==> src/rtl/ecc_pkg.sv <==
`timescale 1ns/1ps
// ecc_pkg: layout helpers shared by the SEC-DED unit.
// Assumes data widths of at most 120 bits, so positions stay below 128.
package ecc_pkg;

    typedef enum logic [1:0] {
        DS_CLEAN = 2'd0,
        DS_FIXED = 2'd1,
        DS_FATAL = 2'd2
    } dec_status_e;

    // Smallest check-bit count K with 2^K - 1 >= m + K.
    function automatic int chk_width(input int m);
        int k;
        k = 1;
        while (((1 << k) - 1) < (m + k)) k++;
        return k;
    endfunction

    // True when p is a power of two (a check-bit position).
    function automatic bit is_pow2(input int p);
        return (p > 0) && ((p & (p - 1)) == 0);
    endfunction

    // Hamming position (1-based) that holds data bit idx.
    function automatic int data_pos(input int idx);
        int cnt;
        int pos;
        cnt = 0;
        pos = 0;
        for (int p = 1; p < 128; p++) begin
            if (!is_pow2(p)) begin
                if (cnt == idx && pos == 0) pos = p;
                cnt++;
            end
        end
        return pos;
    endfunction

    // Data bit index held by non-power-of-two position p.
    function automatic int data_idx(input int p);
        int cnt;
        cnt = 0;
        for (int q = 1; q < p; q++) begin
            if (!is_pow2(q)) cnt++;
        end
        return cnt;
    endfunction

    // Mask of the data bits covered by check bit k.
    function automatic logic [127:0] cover_mask(input int k, input int m);
        logic [127:0] msk;
        msk = '0;
        for (int i = 0; i < m; i++) begin
            if (((data_pos(i) >> k) & 1) == 1) msk[i] = 1'b1;
        end
        return msk;
    endfunction

endpackage

==> src/rtl/ecc_checkgen.sv <==
`timescale 1ns/1ps
// ecc_checkgen: combinational Hamming check-bit generator.
// Each check bit is the parity of the data bits whose position has that
// bit set. Assumes DATA_W <= 120.
module ecc_checkgen #(
    parameter int DATA_W = 8,
    parameter int CHK_W  = 4
) (
    input  logic [DATA_W-1:0] data_i,
    output logic [CHK_W-1:0]  chk_o
);

    for (genvar k = 0; k < CHK_W; k++) begin : g_chk
        localparam logic [127:0] COVER = ecc_pkg::cover_mask(k, DATA_W);
        // parity over the covered data bits
        assign chk_o[k] = ^(data_i & COVER[DATA_W-1:0]);
    end

endmodule

==> src/rtl/ecc_encoder.sv <==
`timescale 1ns/1ps
// ecc_encoder: builds the stored codeword from a data word and registers it.
// Codeword bit 0 is the overall even parity; bits 1..POS_W are Hamming
// positions with the check bits at powers of two. One cycle of latency.
module ecc_encoder #(
    parameter int DATA_W = 8,
    parameter int CHK_W  = 4,
    parameter int CW_W   = 13
) (
    input  logic              clk,
    input  logic              rst_n,
    input  logic              valid_i,
    input  logic [DATA_W-1:0] data_i,
    output logic              valid_o,
    output logic [CW_W-1:0]   cw_o
);

    logic [CHK_W-1:0] chk;
    logic [CW_W-1:0]  cw_d;

    ecc_checkgen #(.DATA_W(DATA_W), .CHK_W(CHK_W)) u_chk (
        .data_i (data_i),
        .chk_o  (chk)
    );

    for (genvar p = 1; p < CW_W; p++) begin : g_pos
        if (ecc_pkg::is_pow2(p)) begin : g_c
            assign cw_d[p] = chk[$clog2(p)];
        end else begin : g_d
            assign cw_d[p] = data_i[ecc_pkg::data_idx(p)];
        end
    end

    assign cw_d[0] = ^cw_d[CW_W-1:1];

    // register the codeword and its strobe
    always_ff @(posedge clk) begin
        if (!rst_n) begin
            valid_o <= 1'b0;
            cw_o    <= '0;
        end else begin
            valid_o <= valid_i;
            if (valid_i) cw_o <= cw_d;
        end
    end

    p_even_word_r2: assert property (@(posedge clk) disable iff (!rst_n)
        valid_o |-> (^cw_o) == 1'b0);
    p_enc_lat_r3: assert property (@(posedge clk) disable iff (!rst_n)
        valid_i |=> valid_o);
    p_enc_idle_r3: assert property (@(posedge clk) disable iff (!rst_n)
        !valid_i |=> !valid_o);

endmodule

==> src/rtl/ecc_decoder.sv <==
`timescale 1ns/1ps
// ecc_decoder: checks a fetched codeword, repairs a single error and flags
// uncorrectable ones. Data is left as fetched on any fatal error.
// Output is registered with one cycle of latency.
module ecc_decoder #(
    parameter int DATA_W = 8,
    parameter int CHK_W  = 4,
    parameter int CW_W   = 13
) (
    input  logic              clk,
    input  logic              rst_n,
    input  logic              valid_i,
    input  logic [CW_W-1:0]   cw_i,
    output logic              valid_o,
    output logic [DATA_W-1:0] data_o,
    output logic [CHK_W-1:0]  syn_o,
    output logic              fixed_o,
    output logic              fatal_o
);
    import ecc_pkg::*;

    localparam int POS_W = CW_W - 1;
    localparam logic [CHK_W-1:0] POS_LAST = CHK_W'(POS_W);

    logic [DATA_W-1:0] rx_data;
    logic [DATA_W-1:0] fix_data;
    logic [CHK_W-1:0]  rx_chk;
    logic [CHK_W-1:0]  re_chk;
    logic [CHK_W-1:0]  syn;
    logic              par_bad;
    logic              flip_en;
    dec_status_e       status;

    for (genvar i = 0; i < DATA_W; i++) begin : g_rx
        assign rx_data[i] = cw_i[data_pos(i)];
    end

    for (genvar k = 0; k < CHK_W; k++) begin : g_rc
        assign rx_chk[k] = cw_i[1 << k];
    end

    ecc_checkgen #(.DATA_W(DATA_W), .CHK_W(CHK_W)) u_chk (
        .data_i (rx_data),
        .chk_o  (re_chk)
    );

    assign syn     = rx_chk ^ re_chk;
    assign par_bad = ^cw_i;

    // classify the fetched word from syndrome and overall parity
    always_comb begin
        if (syn == '0) begin
            status = par_bad ? DS_FIXED : DS_CLEAN;
        end else if (!par_bad) begin
            status = DS_FATAL;
        end else if (syn > POS_LAST) begin
            status = DS_FATAL;
        end else begin
            status = DS_FIXED;
        end
    end

    assign flip_en = (status == DS_FIXED) && (syn != '0);

    for (genvar i = 0; i < DATA_W; i++) begin : g_fix
        localparam logic [CHK_W-1:0] DPOS = CHK_W'(data_pos(i));
        assign fix_data[i] = rx_data[i] ^ (flip_en && (syn == DPOS));
    end

    // register result, syndrome and flags
    always_ff @(posedge clk) begin
        if (!rst_n) begin
            valid_o <= 1'b0;
            data_o  <= '0;
            syn_o   <= '0;
            fixed_o <= 1'b0;
            fatal_o <= 1'b0;
        end else begin
            valid_o <= valid_i;
            if (valid_i) begin
                data_o  <= fix_data;
                syn_o   <= syn;
                fixed_o <= (status == DS_FIXED);
                fatal_o <= (status == DS_FATAL);
            end
        end
    end

    p_dec_lat_r4: assert property (@(posedge clk) disable iff (!rst_n)
        valid_i |=> valid_o);
    p_dec_idle_r4: assert property (@(posedge clk) disable iff (!rst_n)
        !valid_i |=> !valid_o);
    p_clean_keep_r5: assert property (@(posedge clk) disable iff (!rst_n)
        (valid_i && syn == '0) |=> (data_o == $past(rx_data)) && !fatal_o);
    p_flag_excl_r8: assert property (@(posedge clk) disable iff (!rst_n)
        valid_o |-> !(fixed_o && fatal_o));
    p_fatal_raw_r8: assert property (@(posedge clk) disable iff (!rst_n)
        (valid_i && status == DS_FATAL) |=> data_o == $past(rx_data));
    p_range_fatal_r9: assert property (@(posedge clk) disable iff (!rst_n)
        (valid_i && par_bad && syn > POS_LAST) |=> fatal_o && !fixed_o);

endmodule

==> src/rtl/ecc_secded_unit.sv <==
`timescale 1ns/1ps
// ecc_secded_unit: encode and decode ports of a SEC-DED code for one
// memory word. The two sides are independent and each has one cycle of
// latency. Check-bit count is derived from the data width.
module ecc_secded_unit #(
    parameter int DATA_W = 8,
    localparam int CHK_W = ecc_pkg::chk_width(DATA_W),
    localparam int CW_W  = DATA_W + CHK_W + 1
) (
    input  logic              clk,
    input  logic              rst_n,
    input  logic              enc_valid,
    input  logic [DATA_W-1:0] enc_data,
    output logic              enc_done,
    output logic [CW_W-1:0]   enc_word,
    input  logic              dec_valid,
    input  logic [CW_W-1:0]   dec_word,
    output logic              dec_done,
    output logic [DATA_W-1:0] dec_data,
    output logic [CHK_W-1:0]  dec_syndrome,
    output logic              dec_corrected,
    output logic              dec_uncorrectable
);

    ecc_encoder #(.DATA_W(DATA_W), .CHK_W(CHK_W), .CW_W(CW_W)) u_enc (
        .clk     (clk),
        .rst_n   (rst_n),
        .valid_i (enc_valid),
        .data_i  (enc_data),
        .valid_o (enc_done),
        .cw_o    (enc_word)
    );

    ecc_decoder #(.DATA_W(DATA_W), .CHK_W(CHK_W), .CW_W(CW_W)) u_dec (
        .clk     (clk),
        .rst_n   (rst_n),
        .valid_i (dec_valid),
        .cw_i    (dec_word),
        .valid_o (dec_done),
        .data_o  (dec_data),
        .syn_o   (dec_syndrome),
        .fixed_o (dec_corrected),
        .fatal_o (dec_uncorrectable)
    );

    p_flags_reset_r10: assert property (@(posedge clk)
        !rst_n |=> !enc_done && !dec_done && !dec_corrected && !dec_uncorrectable);

endmodule

==> config.mk <==
export PLATFORM = sky130hd
export DESIGN_NAME = ecc_secded_unit
export DESIGN_NICKNAME = d
export VERILOG_FILES = /design/src/rtl/ecc_pkg.sv /design/src/rtl/ecc_checkgen.sv /design/src/rtl/ecc_encoder.sv /design/src/rtl/ecc_decoder.sv /design/src/rtl/ecc_secded_unit.sv
export SDC_FILE = /design/constraint.sdc
export NUM_CORES = 1
export LEC_CHECK = 0
export BUFFER_PORTS_ARGS = -buffer_cell sky130_fd_sc_hd__buf_2
export CORE_UTILIZATION = 40
export CTS_CLUSTER_SIZE = 25
export DETAILED_ROUTE_END_ITERATION = 10
export SLEW_MARGIN = 20
export SYNTH_ARGS = -nofsm -noshare
export SYNTH_HDL_FRONTEND = slang
export SYNTH_SLANG_ARGS = --single-unit
==> constraint.sdc <==
create_clock -name clk -period 3.7 [get_ports clk]
set_clock_uncertainty 0.1 [all_clocks]
set_input_delay 0.74 -clock clk [delete_from_list [all_inputs] [get_ports clk]]
set_output_delay 0.74 -clock clk [all_outputs]
set_load 0.01 [all_outputs]
**Yosys cells after proc, flatten, opt, wreduce, memory -nomap -nowiden**

Index checks and enable logic that the tools add are counted.

- Bits in registers: 29
- Output and inout bits: 29
- Word-level logic and storage cells: 52

- Order comparisons: 1
- Equal/unequal tests: 10
- Muxes and demuxes: 4
- Bitwise gates (word level): 9
- Reduce and logical (&&, ||, !) cells: 21

Operators by type and width:

| operator | count |
|---|---|
| parity 8 bit | 8 |
| == test 4 bit (second input constant) | 4 |
| parity 13 bit | 1 |
| == test 4 x 3 -> 1 bit (second input constant) | 3 |
| parity 12 bit | 1 |
| logical AND 1 bit | 9 |
| bitwise XOR 1 bit | 8 |
| two-way mux 2 bit | 3 |
| == test 4 x 2 -> 1 bit (second input constant) | 1 |
| greater-than comparator 4 bit (second input constant) | 1 |
| zero test 4 bit | 1 |
| nonzero test 4 bit | 1 |
| bitwise XOR 4 bit | 1 |
| == test 2 x 1 -> 1 bit (second input constant) | 1 |
| == test 2 bit (second input constant) | 1 |
| two-way mux 1 bit | 1 |

**Logic depth before layout (Yosys ltp)**

Gate-level depths: netlist of the first run.

- Depth in word-level cells: 10
- Mapped depth: 6
- Gate-level depth less buffers: 5

**Modules after synthesis**

From an unflattened synthesis of the first run, not the netlist that was laid out.

- Cell total of the unflattened synthesis: 170
- Area, all modules: 1736.7 um2

By module, submodules not included:

| module | instances | cells an instance | area each (um2) |
|---|---|---|---|
| ecc_decoder | 1 | 96 | 877.1 |
| ecc_encoder | 1 | 54 | 614.3 |
| ecc_checkgen | 2 | 10 | 122.6 |

**Worst setup path before layout of the first run**

Ideal clock, no wire load.

- Path type: input -> register
- Start point: in dec_word[7]
- End point: reg u_dec.data_o[4]
- Arrival: 2.207 ns
- Data required time: 3.470 ns
- Slack: 1.264 ns
- Stages: 6
- Cell sequence: xnor2_1 xnor3_1 clkbuf_1 or2_2 a211oi_1 o211ai_1

- Longest elaborated chain between the ends: 10
- Elaborated cells on any way between the ends: 17
- Classes of those cells: 1 x order compare; 2 x eq/ne; 4 x mux; 2 x bitwise; 8 x reduce/logical

Ends and longest elaborated chain:

| what | RTL line | text |
|---|---|---|
| start, declared | ecc_secded_unit.sv:17 | `input logic [CW_W-1:0] dec_word,` |
| parity 8 bit | ecc_checkgen.sv:16 | `assign chk_o[k] = ^(data_i & COVER[DATA_W-1:0]);` |
| bitwise XOR 4 bit | ecc_decoder.sv:47 | `assign syn = rx_chk ^ re_chk;` |
| greater-than comparator 4 bit | ecc_decoder.sv:56 | `end else if (syn > POS_LAST) begin` |
| two-way mux 2 bit | ecc_decoder.sv:56 |  |
| two-way mux 2 bit | ecc_decoder.sv:54 | `end else if (!par_bad) begin` |
| two-way mux 2 bit | ecc_decoder.sv:52 | `if (syn == '0) begin` |
| == test 2 x 1 -> 1 bit | ecc_decoder.sv:63 | `assign flip_en = (status == DS_FIXED) && (syn != '0);` |
| logical AND 1 bit | ecc_decoder.sv:63 |  |
| logical AND 1 bit * | ecc_decoder.sv:67 | `assign fix_data[i] = rx_data[i] ^ (flip_en && (syn == DPOS));` |
| bitwise XOR 1 bit * | ecc_decoder.sv:67 |  |
| end signal, assigned | ecc_decoder.sv:81 | `data_o <= fix_data;` |
| end, declared | ecc_decoder.sv:15 | `output logic [DATA_W-1:0] data_o,` |

Every way passes the cells marked *; elsewhere a longest branch is shown, timed or not.
A chain may end at the register's enable or synchronous reset.

**Worst setup path after layout of the first run**

- Start point: in dec_word[11]
- End point: reg u_dec.fixed_o

- Longest elaborated chain between the ends: 7
- Elaborated cells on any way between the ends: 12
- Classes of those cells: 1 x order compare; 1 x eq/ne; 4 x mux; 1 x bitwise; 5 x reduce/logical

Ends and longest elaborated chain:

| what | RTL line | text |
|---|---|---|
| parity 8 bit | ecc_checkgen.sv:16 |  |
| bitwise XOR 4 bit | ecc_decoder.sv:47 |  |
| greater-than comparator 4 bit | ecc_decoder.sv:56 |  |
| two-way mux 2 bit | ecc_decoder.sv:56 |  |
| two-way mux 2 bit | ecc_decoder.sv:54 |  |
| two-way mux 2 bit * | ecc_decoder.sv:52 |  |
| == test 2 x 1 -> 1 bit * | ecc_decoder.sv:83 | `fixed_o <= (status == DS_FIXED);` |
| end signal, assigned | ecc_decoder.sv:83 |  |
| end, declared | ecc_decoder.sv:17 | `output logic fixed_o,` |

Marked as above.

==> results.sh, run 1 <==
export IMPL_start_kind="input port"
export IMPL_arrival_ns=2.61
export IMPL_drc=0
export IMPL_synth_compound_area_share_pct=15.1
export IMPL_die_x_um=69.4
export IMPL_placed_area_mm2=0.00210
export IMPL_hold_buffers=0
export IMPL_crit_type="in2reg"
export IMPL_cp_end_kind="flop"
export IMPL_vdd_ir_drop_worst_v=0.000235
export IMPL_syn_nets=207
export IMPL_rsz0062_at_grt="no"
export IMPL_combPwrFrac_pct=35.1
export IMPL_clock_root_buffer="clkbuf_8"
export IMPL_die_area_mm2=0.00481
export IMPL_yosysTopAreaCellShare_pct=32.0
export IMPL_grt_usage_pct=17.7
export IMPL_seqPwrFrac_pct=37.8
export IMPL_vias_per_cell=5.30
export IMPL_period_minus_slack_ns=2.56
export IMPL_ant_nets=0
export IMPL_syn_cell_area_mm2=0.00182
export IMPL_cts_made_buffers=5
export IMPL_path_max_fanout=12
export IMPL_start_util_pct=41.7
export IMPL_n_antenna_cell=0
export IMPL_syn_instance_count=182
export IMPL_synth_cell_types=36
export IMPL_first_iter_violations=90
export IMPL_setup_tns_ns=0
export IMPL_p_sw_share_pct=32.5
export IMPL_grt_pass1_vias=1447
export IMPL_outcome="finished clean"
export IMPL_slew_viol_final=0
export IMPL_antenna_found_initial=0
export IMPL_fin_nets=254
export IMPL_wl_per_cell_um=14.3
export IMPL_fp_row_count=24
export IMPL_period_share_pct=69.3
export IMPL_synth_area_top_cells="dfxtp_1 32%, xnor2_1 9.2%, mux2i_1 7.2%"
export IMPL_grt_pass1_wl_um=6930
export IMPL_setup_viol=0
export IMPL_fmax_ghz=0.390
export IMPL_synthMuxAreaShare_pct=7.17
export IMPL_clockBufferDepth=2
export IMPL_grt_ovfl_total=0
export IMPL_core_area_mm2=0.00435
export IMPL_hpwl_um=2920
export IMPL_required_ns=3.75
export IMPL_fin_area_mm2=0.00218
export IMPL_drv_cap=0
export IMPL_clock_latency_ns=0.27
export IMPL_synth_xor_xnor_area_share_pct=22.2
export IMPL_cts_htree_levels=2
export IMPL_tritoncts="done"
export IMPL_grt_start_max_net_pins=44
export IMPL_dr_pass1_iters=4
export IMPL_postCtsSetupRepairBufs=0
export IMPL_vias=1489
export IMPL_min_path_type="reg2reg"
export IMPL_dieHeight_um=69.4
export IMPL_final_layout_size_suffix_gt1_share_pct=29.3
export IMPL_maxSlewHeadroom_pct=33.5
export IMPL_syn2layout_area_growth_pct=20.3
export IMPL_ys_seq_elements=29
export IMPL_syn_avg_cell_area_um2=9.98
export IMPL_tightest_slew_ns=0.990
export IMPL_yosysWarnings=0
export IMPL_gp_congestion=0.852
export IMPL_drt_wl_total_um=4010
export IMPL_synth_top_family_by_area="XOR/XNOR gates"
export IMPL_synth_simple_area_share_pct=20.5
export IMPL_finalHoldViolCount=0
export IMPL_yosys_area_top_type="dfxtp_1"
export IMPL_cellLeakagePower_nw=0.984
export IMPL_numClockSinks=29
export IMPL_yosysSeqAreaShare_pct=32.0
export IMPL_power_density_mw_per_mm2=435
export IMPL_ctsResizeCount=0
export IMPL_io_buffers=53
export IMPL_power_switching_w=0.000308
export IMPL_utilization_pct=50.1
export IMPL_synthAdderAreaFrac_pct=0
export IMPL_ioPinCount=54
export IMPL_holdWs_ns=0.375
export IMPL_p_int_w=0.000641
export IMPL_clkPwrFrac_pct=27.1
export IMPL_path_clk_slew_ns=0.06
[metrics by stage]
| step | total power, W | setup slack, ns | std cells |
|---|---|---|---|
| floorplan | 0.000607 | 1.26 | 182 |
| global placement | 0.000697 | 0.919 | 274 |
| detailed placement | 0.000699 | 0.873 | 274 |
| CTS | 0.000960 | 1.14 | 281 |
| global route | 0.00101 | 0.940 | 281 |
| finish | 0.000950 | 1.14 | 281 |
[power by group through the flow]
stage / Sequential, W / Combinational, W / Clock, W
floorplan: 0.000381 / 0.000226 / 0
global placement: 0.000365 / 0.000332 / 0
detailed placement: 0.000366 / 0.000333 / 0
CTS: 0.000359 / 0.000335 / 0.000266
global route: 0.000363 / 0.000368 / 0.000276
finish: 0.000359 / 0.000334 / 0.000257
[area by class of cell]
class	count	area, um2
fill	424	2170
multi-input combinational	138	1180
sequential	29	581
timing repair buffer	53	265
clock buffer	7	86.3
tap	52	65.1
inverter	2	7.51
[metal layers]
layer	GRT usage, %	wire, um
met2	27.7	1790
met5	0	0
met3	4.94	150
met4	4.08	40
met1	24.2	2030
[synth_stat cells (all sizes together)]
master,n
dfxtp,29
xnor2,19
nor2b,14
mux2i,13
clkbuf,11
nand3,11
nand3b,11
a211oi,7
nand2,7
o211ai,7
o2111ai,6
xor2,6
and3b,4
o211a,4
xnor3,4
a2111o,3
or3,3
xor3,3
and2,2
and3,2
buf,2
inv,2
nor3,2
o21ai,2
a21oi,1
a32o,1
nor2,1
nor4b,1
o22ai,1
o41a,1
or2,1
or4,1
[sequential cells by signal (all words and copies together) (netlist names)]
| signal | cells |
|---|---|
| u_dec.data_o | 8 |
| u_dec.fatal_o | 1 |
| u_dec.fixed_o | 1 |
| u_dec.syn_o | 4 |
| u_dec.valid_o | 1 |
| u_enc.cw_o | 13 |
| u_enc.valid_o | 1 |
[worst max-delay path, stage by stage]
cell	delay, ns
buf_2	0.12
xor3_1	0.47
xnor2_1	0.80
o2111ai_1	0.21
nand3_1	0.17
o21ai_0	0.10
[kinds of logic (layout without fill, tap and decap cells)]
kind of cell,Yosys count,count (layout)
simple gates,60,60
compound gates,33,33
xor+xnor,32,32
flops,29,29
buf+inv,15,62
mux,13,13
[cell usage in the layout, fill, tap and decap left out, types with 6 or more instances in the layout]
cell       synthesis  routed
xnor2_1           19      19
nand3_1           11      11
buf_2              0      53
nand3b_1          11      11
nand2_1            7       7
dfxtp_1           29      29
o211ai_1           7       7
a211oi_1           7       7
clkbuf_8           0       6
nor2b_1           14      14
mux2i_1           13      13
o2111ai_1          6       6
[final timing paths]
kind | cells after the start | endpoint | slack (ns) | start
worst min register to register | 1 | u_enc.cw_o[8] | 0.37 | u_enc.cw_o[8]
worst min-delay path | 1 | u_enc.cw_o[8] | 0.37 | u_enc.cw_o[8]
worst max-delay path | 6 | u_dec.fixed_o | 1.14 | dec_word[11]
worst max register to register | 2 | u_dec.fatal_o | 2.85 | u_dec.fatal_o
Note: power is estimated with default switching activity, not from simulation.
==> run 2: changes to the inputs <==
--- a/config.mk
+++ b/config.mk
@@ -9,6 +9,7 @@
 export CORE_UTILIZATION = 40
 export CTS_CLUSTER_SIZE = 25
 export DETAILED_ROUTE_END_ITERATION = 10
+export PLACE_DENSITY = 0.67
 export SLEW_MARGIN = 20
 export SYNTH_ARGS = -nofsm -noshare
 export SYNTH_HDL_FRONTEND = slang
==> constraint.sdc (replaced) <==
create_clock -name clk -period 2.34 [get_ports clk]
set_clock_uncertainty 0.1 [all_clocks]
set_input_delay 0.468 -clock clk [delete_from_list [all_inputs] [get_ports clk]]
set_output_delay 0.468 -clock clk [all_outputs]
set_load 0.01 [all_outputs]
==> run 2 against run 1 <==
Via count up 4.9%. Combinational power up 87%. Sequential power increased by 58%. First-iteration DRC count is 44% lower. Worst setup slack got worse by 0.83 ns. Core utilization is 4.1 points higher. Critical path depth is 1 higher. Total power up 82%. Count of clock-buffer cells in the layout is 1 lower. Die area stayed put. Non-clock buffer count grew 19. Highest routed layer unchanged. Final area grew 8.1%.
==> results.sh, run 2 (synthesized netlist as in run 1, its figures left out) <==
export IMPL_die_area_mm2=0.00481
export IMPL_min_path_type="reg2reg"
export IMPL_grt_ovfl_total=0
export IMPL_utilization_pct=54.2
export IMPL_final_layout_size_suffix_gt1_share_pct=35.3
export IMPL_cts_htree_levels=2
export IMPL_finalHoldViolCount=0
export IMPL_hpwl_um=3130
export IMPL_path_buf_inv=2
export IMPL_drv_cap=0
export IMPL_final_cells=301
export IMPL_mostFrequentLayoutCell="buf_2"
export IMPL_clock_latency_ns=0.27
export IMPL_outcome="finished clean"
export IMPL_path_cells="buf_2 -> xnor2_1 -> xnor3_1 -> buf_4 -> o2111ai_1 -> nand3_1 -> a32o_1"
export IMPL_postLayoutSetupSlackWorst_ns=0.305
export IMPL_ioPinCount=54
export IMPL_path_clk_slew_ns=0.06
export IMPL_period_minus_slack_ns=2.04
export IMPL_wl_per_cell_um=13.7
export IMPL_slew_viol_final=0
export IMPL_period_share_pct=87.0
export IMPL_vias_per_cell=5.19
export IMPL_required_ns=2.41
export IMPL_grt_pass1_wl_um=7280
export IMPL_critPathSlowestCell="xnor3_1"
export IMPL_ant_nets=0
export IMPL_crit_type="in2reg"
export IMPL_largest_register_ff_count=13
export IMPL_hold_buffers=0
export IMPL_ctsResizeCount=0
export IMPL_regMostFlops="u_enc.cw_o"
export IMPL_maxSlewHeadroom_pct=60.9
export IMPL_io_buffers=53
export IMPL_die_x_um=69.4
export IMPL_top_regs="u_enc.cw_o: 13 flops, u_dec.data_o: 8 flops, u_dec.syn_o: 4 flops"
export IMPL_arrival_ns=2.10
export IMPL_dieHeight_um=69.4
export IMPL_drt_wl_total_um=4130
export IMPL_layout_common_cells="53 x buf_2, 29 x dfxtp_1, 19 x xnor2_1, 19 x buf_4, 14 x nor2b_1"
export IMPL_dr_pass1_iters=4
export IMPL_start_util_pct=41.7
export IMPL_start_kind="input port"
export IMPL_holdWs_ns=0.377
export IMPL_fin_nets=273
export IMPL_drc=0
export IMPL_n_antenna_cell=0
export IMPL_grt_start_max_net_pins=24
export IMPL_power_density_mw_per_mm2=734
export IMPL_fp_row_count=24
export IMPL_antenna_found_initial=0
export IMPL_setup_viol=0
export IMPL_numClockSinks=29
export IMPL_max_stage_delay_ns=0.56
export IMPL_cp_end_kind="flop"
export IMPL_crit_family="XOR/XNOR gates"
export IMPL_rsz0062_at_grt="no"
export IMPL_tritoncts="done"
export IMPL_grt_usage_pct=18.9
export IMPL_fmax_ghz=0.491
export IMPL_cts_made_buffers=5
export IMPL_post_place_ws_ns=0.0256
export IMPL_vias=1562
export IMPL_vdd_ir_drop_worst_v=0.000394
export IMPL_nFillCells=416
export IMPL_clock_root_buffer="clkbuf_8"
export IMPL_gp_congestion=0.814
export IMPL_postCtsSetupRepairBufs=0
export IMPL_grt_pass1_vias=1553
export IMPL_dp_cells=293
export IMPL_setup_tns_ns=0
export IMPL_clockBufferDepth=2
export IMPL_cellLeakagePower_nw=1.09
export IMPL_tightest_slew_ns=0.583
export IMPL_first_iter_violations=50
export IMPL_syn2layout_area_growth_pct=30.0
export IMPL_core_area_mm2=0.00435
export IMPL_path_max_fanout=8
[run 2: final timing paths]
check                                   start  slack, ns            end  depth (start not counted)
worst min-delay path            u_enc.cw_o[8]       0.38  u_enc.cw_o[8]                          1
worst max register to register  u_dec.fatal_o       1.50  u_dec.fatal_o                          2
worst max-delay path              dec_word[7]       0.30  u_dec.fatal_o                          7
worst min register to register  u_enc.cw_o[8]       0.38  u_enc.cw_o[8]                          1
[run 2: final cells by class]
cell class                 instances  area (um2)  area share (%)
sequential                        29         581            24.6
inverter                           2        7.51           0.318
clock inverter                     2        37.5            1.59
clock buffer                       6        82.6            3.50
tap                               52        65.1            2.76
multi-input combinational        138        1180            49.9
timing repair buffer              72         408            17.3
[run 2: power by group]
part	switching (W)	leakage, nW	internal [W]	total, W
Sequential	0.0000233	0.240	0.000544	0.000568
Combinational	0.000312	0.791	0.000313	0.000625
Clock	0.000193	0.0574	0.000346	0.000539
[run 2: routing by layer]
| layer | wire, um | global-route usage (%) | vias up |
|---|---|---|---|
| met1 | 1910 | 24.9 | 715 |
| met2 | 1970 | 29.7 | 39 |
| met3 | 186 | 4.94 | 9 |
| met5 | 0 | 0 | - |
| met4 | 74 | 6.80 | 0 |
| li1 | - | - | 799 |
[run 2: stage by stage]
stage	total power, W	cell area [um2]
2_1_floorplan	0.000959	1820
3_3_place_gp	0.00120	2240
3_5_place_dp	0.00120	2240
4_1_cts	0.00175	2360
5_1_grt	0.00183	2360
6_report	0.00173	2360
==> run 3: changes to the inputs <==
--- a/config.mk
+++ b/config.mk
@@ -5,6 +5,7 @@
 export SDC_FILE = /design/constraint.sdc
 export NUM_CORES = 1
 export LEC_CHECK = 0
+export ABC_AREA = 1
 export BUFFER_PORTS_ARGS = -buffer_cell sky130_fd_sc_hd__buf_2
 export CORE_UTILIZATION = 40
 export CTS_CLUSTER_SIZE = 25
==> run 3 against run 2 <==
The flow now finishes with violations (DRC). Hold slack got worse by 0.028 ns. First-iteration DRC count grew to 2.7 times the previous value. Critical path depth is 8 higher. Worst setup slack better by 0.21 ns. Total power fell by 17%. Highest routed layer unchanged.
==> results.sh, run 3 <==
export IMPL_grt_use_met2_pct=32.9
export IMPL_post_place_ws_ns=0.269
export IMPL_syn_cell_area_mm2=0.00189
export IMPL_ctsResizeCount=0
export IMPL_fp_row_count=24
export IMPL_syn2layout_area_growth_pct=22.1
export IMPL_ant_nets=0
export IMPL_yosysTopAreaCellShare_pct=30.7
export IMPL_die_area_mm2=0.00500
export IMPL_fin_nets=394
export IMPL_start_util_pct=42.5
export IMPL_path_clk_slew_ns=0.06
export IMPL_grt_start_max_net_pins=26
export IMPL_vdd_ir_drop_worst_v=0.000374
export IMPL_period_share_pct=78.1
export IMPL_syn_avg_cell_area_um2=6.01
export IMPL_clockBufferDepth=2
export IMPL_antenna_found_initial=0
export IMPL_outcome="complete, but fails checks"
export IMPL_grt_pass1_wl_um=7850
export IMPL_crit_type="in2reg"
export IMPL_synth_edf_count=0
export IMPL_core_area_mm2=0.00444
export IMPL_start_kind="input port"
export IMPL_grt_usage_pct=19.7
export IMPL_mostFrequentLayoutCell="nand2_1"
export IMPL_clock_root_buffer="clkbuf_8"
export IMPL_maxSlewHeadroom_pct=78.0
export IMPL_cellLeakagePower_nw=1.37
export IMPL_top_regs="u_enc.cw_o: 13 flops, u_dec.data_o: 8 flops, u_dec.syn_o: 4 flops"
export IMPL_drc=6
export IMPL_power_density_mw_per_mm2=622
export IMPL_period_minus_slack_ns=1.83
export IMPL_final_layout_size_suffix_gt1_share_pct=21.9
export IMPL_dr_pass1_iters=7
export IMPL_required_ns=2.42
export IMPL_synth_area_top_cells="dfxtp_1 31%, nand2_1 22%, inv_1 8.3%"
export IMPL_io_buffers=53
export IMPL_yosys_area_top_type="dfxtp_1"
export IMPL_dieHeight_um=70.7
export IMPL_clock_latency_ns=0.28
export IMPL_tritoncts="done"
export IMPL_ioPinCount=54
export IMPL_cp_end_kind="flop"
export IMPL_numClockSinks=29
export IMPL_arrival_ns=1.91
export IMPL_synth_most_common_cell="nand2_1"
export IMPL_grt_pass1_vias=1872
export IMPL_cts_made_buffers=5
export IMPL_yosysWarnings=0
export IMPL_hold_buffers=0
export IMPL_gp_congestion=1.00
export IMPL_die_x_um=70.7
export IMPL_setup_tns_ns=0
export IMPL_drt_wl_total_um=4620
export IMPL_use_met3_pct=7.69
export IMPL_wl_per_cell_um=10.9
export IMPL_fmax_ghz=0.547
export IMPL_setup_viol=0
export IMPL_rsz0062_at_grt="no"
export IMPL_holdWs_ns=0.349
export IMPL_utilization_pct=51.9
export IMPL_violations="DRC"
export IMPL_regMostFlops="u_enc.cw_o"
export IMPL_postCtsSetupRepairBufs=0
export IMPL_syn_nets=339
export IMPL_grt_busiest_layer="met2"
export IMPL_ys_seq_elements=29
export IMPL_tightest_slew_ns=0.330
export IMPL_min_path_type="in2reg"
export IMPL_vias=2041
export IMPL_synthTopCellsByCount="110 x nand2_1, 42 x inv_1, 31 x nor2_1"
export IMPL_largest_register_ff_count=13
export IMPL_syn_instance_count=314
export IMPL_grt_ovfl_total=0
export IMPL_path_max_fanout=7
export IMPL_first_iter_violations=133
export IMPL_yosysSeqAreaShare_pct=30.7
export IMPL_drv_cap=0
export IMPL_synth_cell_types=18
export IMPL_finalHoldViolCount=0
export IMPL_vias_per_cell=4.84
export IMPL_n_antenna_cell=0
export IMPL_total_power_w=0.00143
export IMPL_cts_htree_levels=2
export IMPL_postLayoutSetupSlackWorst_ns=0.513
export IMPL_hpwl_um=3620
export IMPL_slew_viol_final=0
export IMPL_ys_flop_type="dfxtp_1"
export IMPL_layout_common_cells="110 x nand2_1, 53 x buf_2, 42 x inv_1"
export IMPL_met1_usage_pct=23.1
export IMPL_async_reset_ff_share_pct=0
[run 3: changes by cell type after synthesis, sizes merged, moves of 13 or more]
cell	previous run	this run
nand2	7	121
inv	2	45
nor2	1	35
nand4	0	14
nor2b	14	0
mux2i	13	0
[run 3: layout make-up]
class,count,area [um2]
fill,467,2140
inverter,46,173
clock inverter,1,5.00
tap,52,65.1
multi-input combinational,232,1100
clock buffer,7,96.3
timing repair buffer,55,280
sequential,29,581
[run 3: worst max-delay path: stages]
cell     delay [ns]
buf_2          0.14
inv_1          0.10
nand2_1        0.06
nand2_1        0.12
nand2_1        0.07
nand2_1        0.12
nand2_2        0.08
nand2_2        0.08
nand2_1        0.05
nand2_1        0.21
nand4_1        0.14
nand2_1        0.08
nand3_1        0.08
nand2_1        0.07
inv_1          0.03
[run 3: power breakdown]
| part | switching, W | internal (W) |
|---|---|---|
| Sequential | 0.0000176 | 0.000536 |
| Combinational | 0.000276 | 0.000152 |
| Clock | 0.000187 | 0.000265 |
| Total | 0.000480 | 0.000953 |
[run 3: cells by family after synthesis]
group	synth area share [%]
xor gates and xnor gates	6.96
DFF	30.7
buffers and inverters	10.7
AOI/OAI and AO/OA	8.35
and+or+nand+nor	43.2
[run 3: stage by stage]
step                      instances  cell area (um2)
final                           422             2300
after global routing            422             2300
after CTS                       422             2300
after detailed placement        414             2200
after global placement          414             2200
after floorplan                 314             1890
[run 3: path summary, 6_finish.rpt]
check             cells after the start           start  slack [ns]              end
hold / removal                        3     enc_data[0]        0.35    u_enc.cw_o[3]
setup / recovery                     15     dec_word[6]        0.51  u_dec.data_o[1]
setup reg to reg                      4  u_dec.syn_o[2]        1.58   u_dec.syn_o[2]
hold reg to reg                       2   u_dec.fatal_o        0.37    u_dec.fatal_o
[run 3: routing by layer]
layer / up-vias / share of wire, %
li1: 1094 / -
met1: 878 / 46
met2: 59 / 46
met3: 10 / 6.8
met4: 0 / 1.5
met5: - / 0
